===== config.mk =====
export PLATFORM = sky130hd
export DESIGN_NAME = pxs_ctrl
export DESIGN_NICKNAME = d
export VERILOG_FILES = /design/src/rtl/pxs_pkg.sv /design/src/rtl/pxs_wrap_cnt.sv /design/src/rtl/pxs_mode_fsm.sv /design/src/rtl/pxs_ctrl.sv
export SDC_FILE = /design/constraint.sdc
export NUM_CORES = 1
export LEC_CHECK = 0
export ABC_CLOCK_PERIOD_IN_PS = 2300
export BUFFER_PORTS_ARGS = -buffer_cell sky130_fd_sc_hd__buf_2
export CORE_UTILIZATION = 45
export DETAILED_ROUTE_END_ITERATION = 6
export PLACE_DENSITY = 0.7
export SLEW_MARGIN = 15
export SYNTH_ARGS = -nofsm -noshare
export SYNTH_HDL_FRONTEND = slang
export SYNTH_HIERARCHICAL = 1
export SYNTH_SLANG_ARGS = --single-unit
export TNS_END_PERCENT = 10

===== constraint.sdc =====
create_clock -name clk -period 2.3 [get_ports clk]
set_input_delay 0.345 -clock clk [delete_from_list [all_inputs] [get_ports clk]]
set_output_delay 0.345 -clock clk [all_outputs]
set_load 0.005 [all_outputs]

===== src/rtl/pxs_pkg.sv =====
package pxs_pkg;
   // state register value equals the mode shown on the port
   typedef enum logic [1:0] {
      ST_PWR  = 2'b00,
      ST_RST  = 2'b01,
      ST_IDLE = 2'b10,
      ST_BUSY = 2'b11
   } pxs_state_e;
endpackage


===== src/rtl/pxs_wrap_cnt.sv =====
module pxs_wrap_cnt #(
   parameter int W = 8
) (
   input  logic         clk,
   input  logic         clr,
   input  logic         adv,
   output logic [W-1:0] cnt,
   output logic         at_max
);
   localparam logic [W-1:0] MAXV = {W{1'b1}};

   logic [W-1:0] cnt_q;
   logic [W-1:0] cnt_nx;

   generate
      if (W == 1) begin : g_bit
         always_comb cnt_nx = ~cnt_q;
      end else begin : g_inc
         always_comb cnt_nx = (cnt_q == MAXV) ? '0 : cnt_q + 1'b1;
      end
   endgenerate

   always_ff @(posedge clk) begin
      if (clr)      cnt_q <= '0;
      else if (adv) cnt_q <= cnt_nx;
   end

   assign cnt    = cnt_q;
   assign at_max = (cnt_q == MAXV);
endmodule


===== src/rtl/pxs_mode_fsm.sv =====
module pxs_mode_fsm
   import pxs_pkg::*;
(
   input  logic       clk,
   input  logic       rst,
   input  logic       pix_vld,
   input  logic       res_last,
   input  logic       last_pos,
   output logic [1:0] mode,
   output logic       accept
);
   pxs_state_e st_q = ST_PWR;
   pxs_state_e st_nx;
   logic       got_all_q = 1'b0;
   logic       last_acc;
   logic       finish;

   always_comb begin
      accept = !rst && pix_vld &&
               ((st_q == ST_IDLE) || ((st_q == ST_BUSY) && !got_all_q));
      last_acc = accept && last_pos;
      finish   = (st_q == ST_BUSY) && res_last && (got_all_q || last_acc);
   end

   always_comb begin
      st_nx = st_q;
      if (rst) begin
         st_nx = ST_RST;
      end else begin
         unique case (st_q)
            ST_PWR:  st_nx = ST_PWR;
            ST_RST:  st_nx = ST_IDLE;
            ST_IDLE: if (accept) st_nx = ST_BUSY;
            ST_BUSY: if (finish) st_nx = ST_IDLE;
         endcase
      end
   end

   always_ff @(posedge clk) begin
      st_q <= st_nx;
      if (rst || finish)  got_all_q <= 1'b0;
      else if (last_acc)  got_all_q <= 1'b1;
   end

   assign mode = st_q;
endmodule


===== src/rtl/pxs_ctrl.sv =====
module pxs_ctrl #(
   parameter int COL_W = 8,
   parameter int ROW_W = 8
) (
   input  logic             clk,
   input  logic             rst,
   input  logic             pix_vld,
   input  logic             res_last,
   output logic [1:0]       mode_o,
   output logic [ROW_W-1:0] row_o,
   output logic [COL_W-1:0] wr_col_o,
   output logic [ROW_W-1:0] wr_row_o
);
   generate
      if (COL_W < 1 || COL_W > 16) begin : g_bad_col
         $error("pxs_ctrl: COL_W out of range");
      end
      if (ROW_W < 1 || ROW_W > 16) begin : g_bad_row
         $error("pxs_ctrl: ROW_W out of range");
      end
   endgenerate

   logic             accept;
   logic             col_max;
   logic             row_max;
   logic [COL_W-1:0] col_cnt;
   logic [ROW_W-1:0] row_cnt;
   logic [ROW_W-1:0] row_q;

   pxs_mode_fsm u_fsm (
      .clk      (clk),
      .rst      (rst),
      .pix_vld  (pix_vld),
      .res_last (res_last),
      .last_pos (col_max && row_max),
      .mode     (mode_o),
      .accept   (accept)
   );

   pxs_wrap_cnt #(.W(COL_W)) u_col (
      .clk    (clk),
      .clr    (rst),
      .adv    (accept),
      .cnt    (col_cnt),
      .at_max (col_max)
   );

   pxs_wrap_cnt #(.W(ROW_W)) u_row (
      .clk    (clk),
      .clr    (rst),
      .adv    (accept && col_max),
      .cnt    (row_cnt),
      .at_max (row_max)
   );

   // row of the pixel just taken, held until the next one
   always_ff @(posedge clk) begin
      if (rst)         row_q <= '0;
      else if (accept) row_q <= row_cnt;
   end

   assign row_o    = row_q;
   assign wr_col_o = col_cnt;
   assign wr_row_o = row_cnt;
endmodule


## Word-level counts from Yosys, hierarchy flattened

Index checks and enable logic that the tools add are counted.

| word-level totals | value |
|---|---|
| register bits after elaboration | 27 |
| logic and storage cells | 34 |
| output and inout port bits | 26 |

| cells by class | value |
|---|---|
| eq/ne operators | 7 |
| mux-type cells | 5 |
| reductions and logical operators | 15 |
| $add $sub $neg | 2 |

Operators by type and width:

| operator | count |
|---|---|
| $add 8x1->8 const B | 2 |
| $eq 8x8->1 const B | 2 |
| $mux 8 | 2 |
| $logic_and 1x1->1 | 8 |
| $pmux 2 s4 | 1 |
| $eq 2x2->1 const B | 2 |
| $mux 2 | 2 |
| $logic_or 1x1->1 | 3 |
| $eq 2x1->1 const B | 1 |
| $logic_not 1->1 | 2 |
| $logic_not 2->1 | 1 |
| $ne 2x1->1 const B | 1 |
| $ne 2x2->1 const B | 1 |
| $reduce_and 2->1 | 1 |

## Logic depth before layout (Yosys ltp)

| logic depth | value |
|---|---|
| depth in word-level cells | 9 |
| depth in mapped cells | 8 |
| gate-level depth less buffers | 7 |

## Cells and area by module

Netlist, hierarchy kept.

By module, submodules not included:

| module | cells an instance | area each (um^2) | sequential area each (um^2) | instances |
|---|---|---|---|---|
| pxs_wrap_cnt | 43 | 375.4 | 160.2 | 2 |
| pxs_ctrl | 28 | 299.0 | 160.2 | 1 |
| pxs_mode_fsm | 12 | 118.9 | 60.1 | 1 |

## Worst setup path after synthesis

Ideal clock, no wire load.

| timing path | value |
|---|---|
| path kind | reg-to-reg |
| start | reg u_fsm.st_q[1] (netlist: u_fsm/mode[1]) |
| end | reg u_row.cnt_q[5] (netlist: u_row/cnt[5]) |
| clock period less this slack | 1808 ps |
| slack | 492 ps |
| arrival | 1738 ps |
| library setup time | 70 ps |
| stages on the path, launching flop included | 9 |
| cell sequence | dfxtp_1 -> nand2_1 -> a211oi_1 -> buf_6 -> and2_2 -> buf_2 -> nand4_2 -> or3_1 -> a21oi_1 |

| between the ends | value |
|---|---|
| word-level cells in the longest chain between the ends | 5 |

RTL lines:

| what | RTL line | RTL |
|---|---|---|
| start, declared | pxs_mode_fsm.sv:12 | `pxs_state_e st_q = ST_PWR;` |
| start signal, assigned | pxs_mode_fsm.sv:40 | `st_q <= st_nx;` |
| $eq 2x2->1 | pxs_mode_fsm.sv:20 | `((st_q == ST_IDLE) \|\| ((st_q == ST_BUSY) && !got_all_q));` |
| $logic_and 1x1->1 | pxs_mode_fsm.sv:20 |  |
| $logic_or 1x1->1 * | pxs_mode_fsm.sv:20 |  |
| $logic_and 1x1->1 * | pxs_mode_fsm.sv:19 | `accept = !rst && pix_vld &&` |
| named net accept | pxs_ctrl.sv:23 | `logic accept;` |
| $logic_and 1x1->1 * | pxs_ctrl.sv:51 | `.adv (accept && col_max),` |
| end signal, assigned | pxs_wrap_cnt.sv:25 | `else if (adv) cnt_q <= cnt_nx;` |
| end, declared | pxs_wrap_cnt.sv:12 | `logic [W-1:0] cnt_q;` |

The timed path passes the listed nets; every way through them passes the cells marked *.
A chain may end at the register's enable or synchronous reset.

## Worst setup path after layout

| timing path | value |
|---|---|
| start | reg u_col.cnt_q[0] (netlist: u_col/cnt[0]) |
| end | reg u_row.cnt_q[5] (netlist: u_row/cnt[5]) |

| between the ends | value |
|---|---|
| word-level cells in the longest chain between the ends | 2 |

RTL lines:

| what | RTL line | RTL |
|---|---|---|
| start, declared | pxs_wrap_cnt.sv:12 |  |
| start signal, assigned | pxs_wrap_cnt.sv:25 |  |
| $eq 8x8->1 | pxs_wrap_cnt.sv:29 | `assign at_max = (cnt_q == MAXV);` |
| named net col_max | pxs_ctrl.sv:24 | `logic col_max;` |
| $logic_and 1x1->1 | pxs_ctrl.sv:51 |  |

The timed path passes the listed nets, and every way through them passes these cells.

==> Flow_metrics.wiki <==
{| class="wikitable"
! Metric !! Value
|-
| Run status || finished clean
|-
| Worst-path maximum fanout || 7
|-
| Max Fclk || 508 MHz
|-
| Number of primary I/O pins || 30
|-
| Post-synthesis net count || 132
|-
| Capturing element type of the critical path || flop
|-
| Clock H-tree levels || 1
|-
| Highest-count cells in the layout ignoring fill and taps || sky130_fd_sc_hd__buf_2 (29), sky130_fd_sc_hd__dfxtp_1 (27), sky130_fd_sc_hd__nor2_1 (18)
|-
| Commonest non-fill, non-tap cell in the layout || sky130_fd_sc_hd__buf_2
|-
| Starting utilization of the core area || between 40% and 50%
|-
| Register bit total from synthesis || 27
|-
| Lkg Pwr || approximately 0.58 nW
|-
| Antenna violations before repair || 0
|-
| Cells after Synth || around 130
|-
| Worst voltage drop across the vdd grid || around 380 uV
|-
| Routed wire per std cell || 12.4 um
|-
| Clock root cell || sky130_fd_sc_hd__clkbuf_4
|-
| Post-cts resize count || 0
|-
| Cell-by-cell trace of the critical path || ha_1 -> nand2_1 -> nor3_1 -> and2_2 -> nand3_1 -> o31ai_1 -> a21oi_1
|-
| # diodes || 0
|-
| Final GP Congestion || between 0.7 and 0.8
|-
| Setup crit start kind || flop
|-
| Number of rows in the core area || 18
|-
| Post-CTS repair timing setup buffer count || 0
|-
| Non-filler instance count after layout || approximately 190
|-
| FF+latch area || around 540 um^2
|-
| Insertion delay of the later-clocked pin in the worst-skew pair || roughly 320 ps
|-
| Final Slew Violations || 0
|-
| Period utilisation layout || 85.6%
|-
| X dimension of the die || 53.0 um
|-
| Global-route usage over all layers || about 18%
|-
| Largest delay contributor family on the critical path || simple AND/OR/NAND/NOR gates
|-
| Cell Area, Synth || about 0.0012 mm^2
|-
| Vias after detailed routing || 990
|-
| Number of buffers added by the clock tree synthesis step || 3
|-
| Clock Pin Slew Worst Setup and Hold Paths || 140 ps
|-
| Vertical extent of the die || 53.0 um
|-
| Share of final-layout standard cells stronger than drive strength 1 || a little over a quarter
|-
| Signal arrival time at the worst endpoint || roughly 2200 ps
|-
| Tightest Pin Transition || 383 ps
|-
| Type of the most critical hold path || input port to flop
|-
| Multi-input gate area in the final layout || between 500 and 600 um^2
|-
| CP bufs+invs || 0
|-
| Biggest cell delay along the critical path || ~440 ps
|-
| Register share of total power || 66.7%
|-
| Detailed placement HPWL || ~1600 um
|-
| Synth cell types || 30
|-
| Count of warnings emitted by yosys || 6
|-
| Final hold violations || 0
|-
| Final-layout setup total negative slack || 0 ps
|-
| Setup violations, final || 0
|-
| Syn-to-layout area delta || 18.2%
|-
| Vias per cell || between 5 and 6
|-
| Slowest-stage cell, CP || sky130_fd_sc_hd__dfxtp_1
|-
| CORE AREA || between 0.002 and 0.0025 mm^2
|-
| Die footprint || around 0.0028 mm^2
|-
| Crit path kind || flop to flop
|-
| Antenna viol nets, final || 0
|-
| Post-route minimum period || ~2000 ps
|-
| Cell internal power dissipation || between 0.5 and 0.6 mW
|-
| Portion of the post-synthesis area used by sequential elements || around 46%
|-
| First-pass GRT wire length || ~3700 um
|-
| Clock group share of total power || around 28%
|-
| Relative contribution of combinational cells to total power || between 4 and 5%
|-
| Post-CTS Hold Buffers || 0
|-
| Required time reported for the critical path endpoint || 2510 ps
|-
| Pwr Density || 518 mW/mm^2
|-
| Average size of a mapped cell || 9.27 um^2
|-
| Number of iterations in the first detailed-routing pass || 4
|-
| DRC || 0
|-
| Unrepaired setup endpoints after global routing || false
|-
| Number of port buffers || 29
|-
| Tightest slew margin relative to the limit || about three quarters
|-
| Reported net switching power || between 0.15 and 0.2 mW
|-
| Skew final || ~3.7 ps
|-
| Maximum number of pins on one net before global-route repair || 27
|-
| Total number of nets in the final design || around 170
|-
| Initial detailed-routing violation count || 9
|-
| Total of max-cap violations || 0
|-
| Num Clock Sinks || 27
|-
| Switching share of power || about 23%
|-
| Clk buf depth || 2
|-
| FILL cells || ~240
|-
| Instance count after placement with tap cells included || about 180
|-
| Vias in the first global route || ~850
|-
| Post-Route WL || ~2300 um
|-
| GR Overflow Total || 0
|-
| Clock tree from TritonCTS || done
|}
kinds of logic (layout without fill, tap and decap cells):
kind of cell               after synthesis  after routing  synth area share (%)
and+or+nand+nor                         50             50                  22.5
DFF                                     27             27                  46.3
AOI/OAI and AO/OA                       21             21                  12.0
muxes                                   10             10                  8.57
buffers and inverters                   10             42                  4.07
xor gates and xnor gates                 6              6                  4.50
adders and majority gates                2              2                  2.14
sequential cells by signal, indices dropped and copies added (netlist names):
signal           flops
u_fsm/got_all_q      1
row_o                8
u_fsm/mode           2
u_col/cnt            8
u_row/cnt            8
synthesized netlist by cell type:
cell,n,area [um^2]
sky130_fd_sc_hd__a211oi_1,3,22.5
sky130_fd_sc_hd__a21oi_1,4,20.0
sky130_fd_sc_hd__a311oi_1,1,8.76
sky130_fd_sc_hd__a31oi_1,1,6.26
sky130_fd_sc_hd__and2_1,1,6.26
sky130_fd_sc_hd__and2_2,1,7.51
sky130_fd_sc_hd__buf_1,1,3.75
sky130_fd_sc_hd__buf_2,2,10.0
sky130_fd_sc_hd__buf_6,1,11.3
sky130_fd_sc_hd__dfxtp_1,27,541
sky130_fd_sc_hd__ha_1,2,25.0
sky130_fd_sc_hd__inv_1,6,22.5
sky130_fd_sc_hd__mux2i_1,10,100
sky130_fd_sc_hd__nand2_1,9,33.8
sky130_fd_sc_hd__nand2b_1,2,12.5
sky130_fd_sc_hd__nand3_1,2,10.0
sky130_fd_sc_hd__nand3_2,2,20.0
sky130_fd_sc_hd__nand3b_1,3,22.5
sky130_fd_sc_hd__nand4_1,2,12.5
sky130_fd_sc_hd__nand4_2,2,25.0
sky130_fd_sc_hd__nor2_1,18,67.6
sky130_fd_sc_hd__nor3_1,4,20.0
sky130_fd_sc_hd__o21a_1,1,7.51
sky130_fd_sc_hd__o21ai_0,4,20.0
sky130_fd_sc_hd__o22a_2,1,10.0
sky130_fd_sc_hd__o22ai_1,2,12.5
sky130_fd_sc_hd__o31a_1,2,17.5
sky130_fd_sc_hd__o31ai_1,2,15.0
sky130_fd_sc_hd__or3_1,4,25.0
sky130_fd_sc_hd__xor2_1,6,52.6
metal layers:
metal / track usage (%) / wire, um
met5: 0 / 0
met3: 2.59 / 101
met4: 7.89 / 14
met2: 30.0 / 1080
met1: 22.9 / 1130
path summary, 6_finish.rpt:
| check | startpoint | end | slack (ps) | cells past startpoint |
|---|---|---|---|---|
| setup / recovery | u_col/cnt[0] | u_row/cnt[5] | 330 | 7 |
| setup reg to reg | u_col/cnt[0] | u_row/cnt[5] | 330 | 7 |
| hold / removal | res_last | u_fsm/got_all_q | 230 | 2 |
| hold reg to reg | row_o[1] | row_o[1] | 520 | 2 |
power groups by stage:
stage | Combinational, mW | Sequential, mW | Clock (mW)
global route | 0.0389 | 0.478 | 0.232
finish | 0.0351 | 0.477 | 0.203
floorplan | 0.0190 | 0.487 | 0
CTS | 0.0355 | 0.477 | 0.213
global placement | 0.0353 | 0.487 | 0
detailed placement | 0.0354 | 0.488 | 0
layout make-up:
class	instances	area share, %
clock buffer	3	1.63
clock inverter	1	0.362
inverter	6	1.63
multi-input combinational	89	42.4
sequential	27	39.1
tap	30	2.72
timing repair buffer	32	12.1
metrics by stage:
step                      power [mW]  cell area (um^2)  hold slack [ps]  utilization [%]  setup slack [ps]
after detailed placement       0.523              1350              481             55.1               368
after global routing           0.749              1380              239             56.3              60.3
after global placement         0.522              1350              471             55.1               508
after floorplan                0.506              1170              414                -               492
final                          0.715              1380              232             56.3               332
after CTS                      0.726              1380              217             56.3               333
No activity file was read; power rests on OpenSTA's default activity.
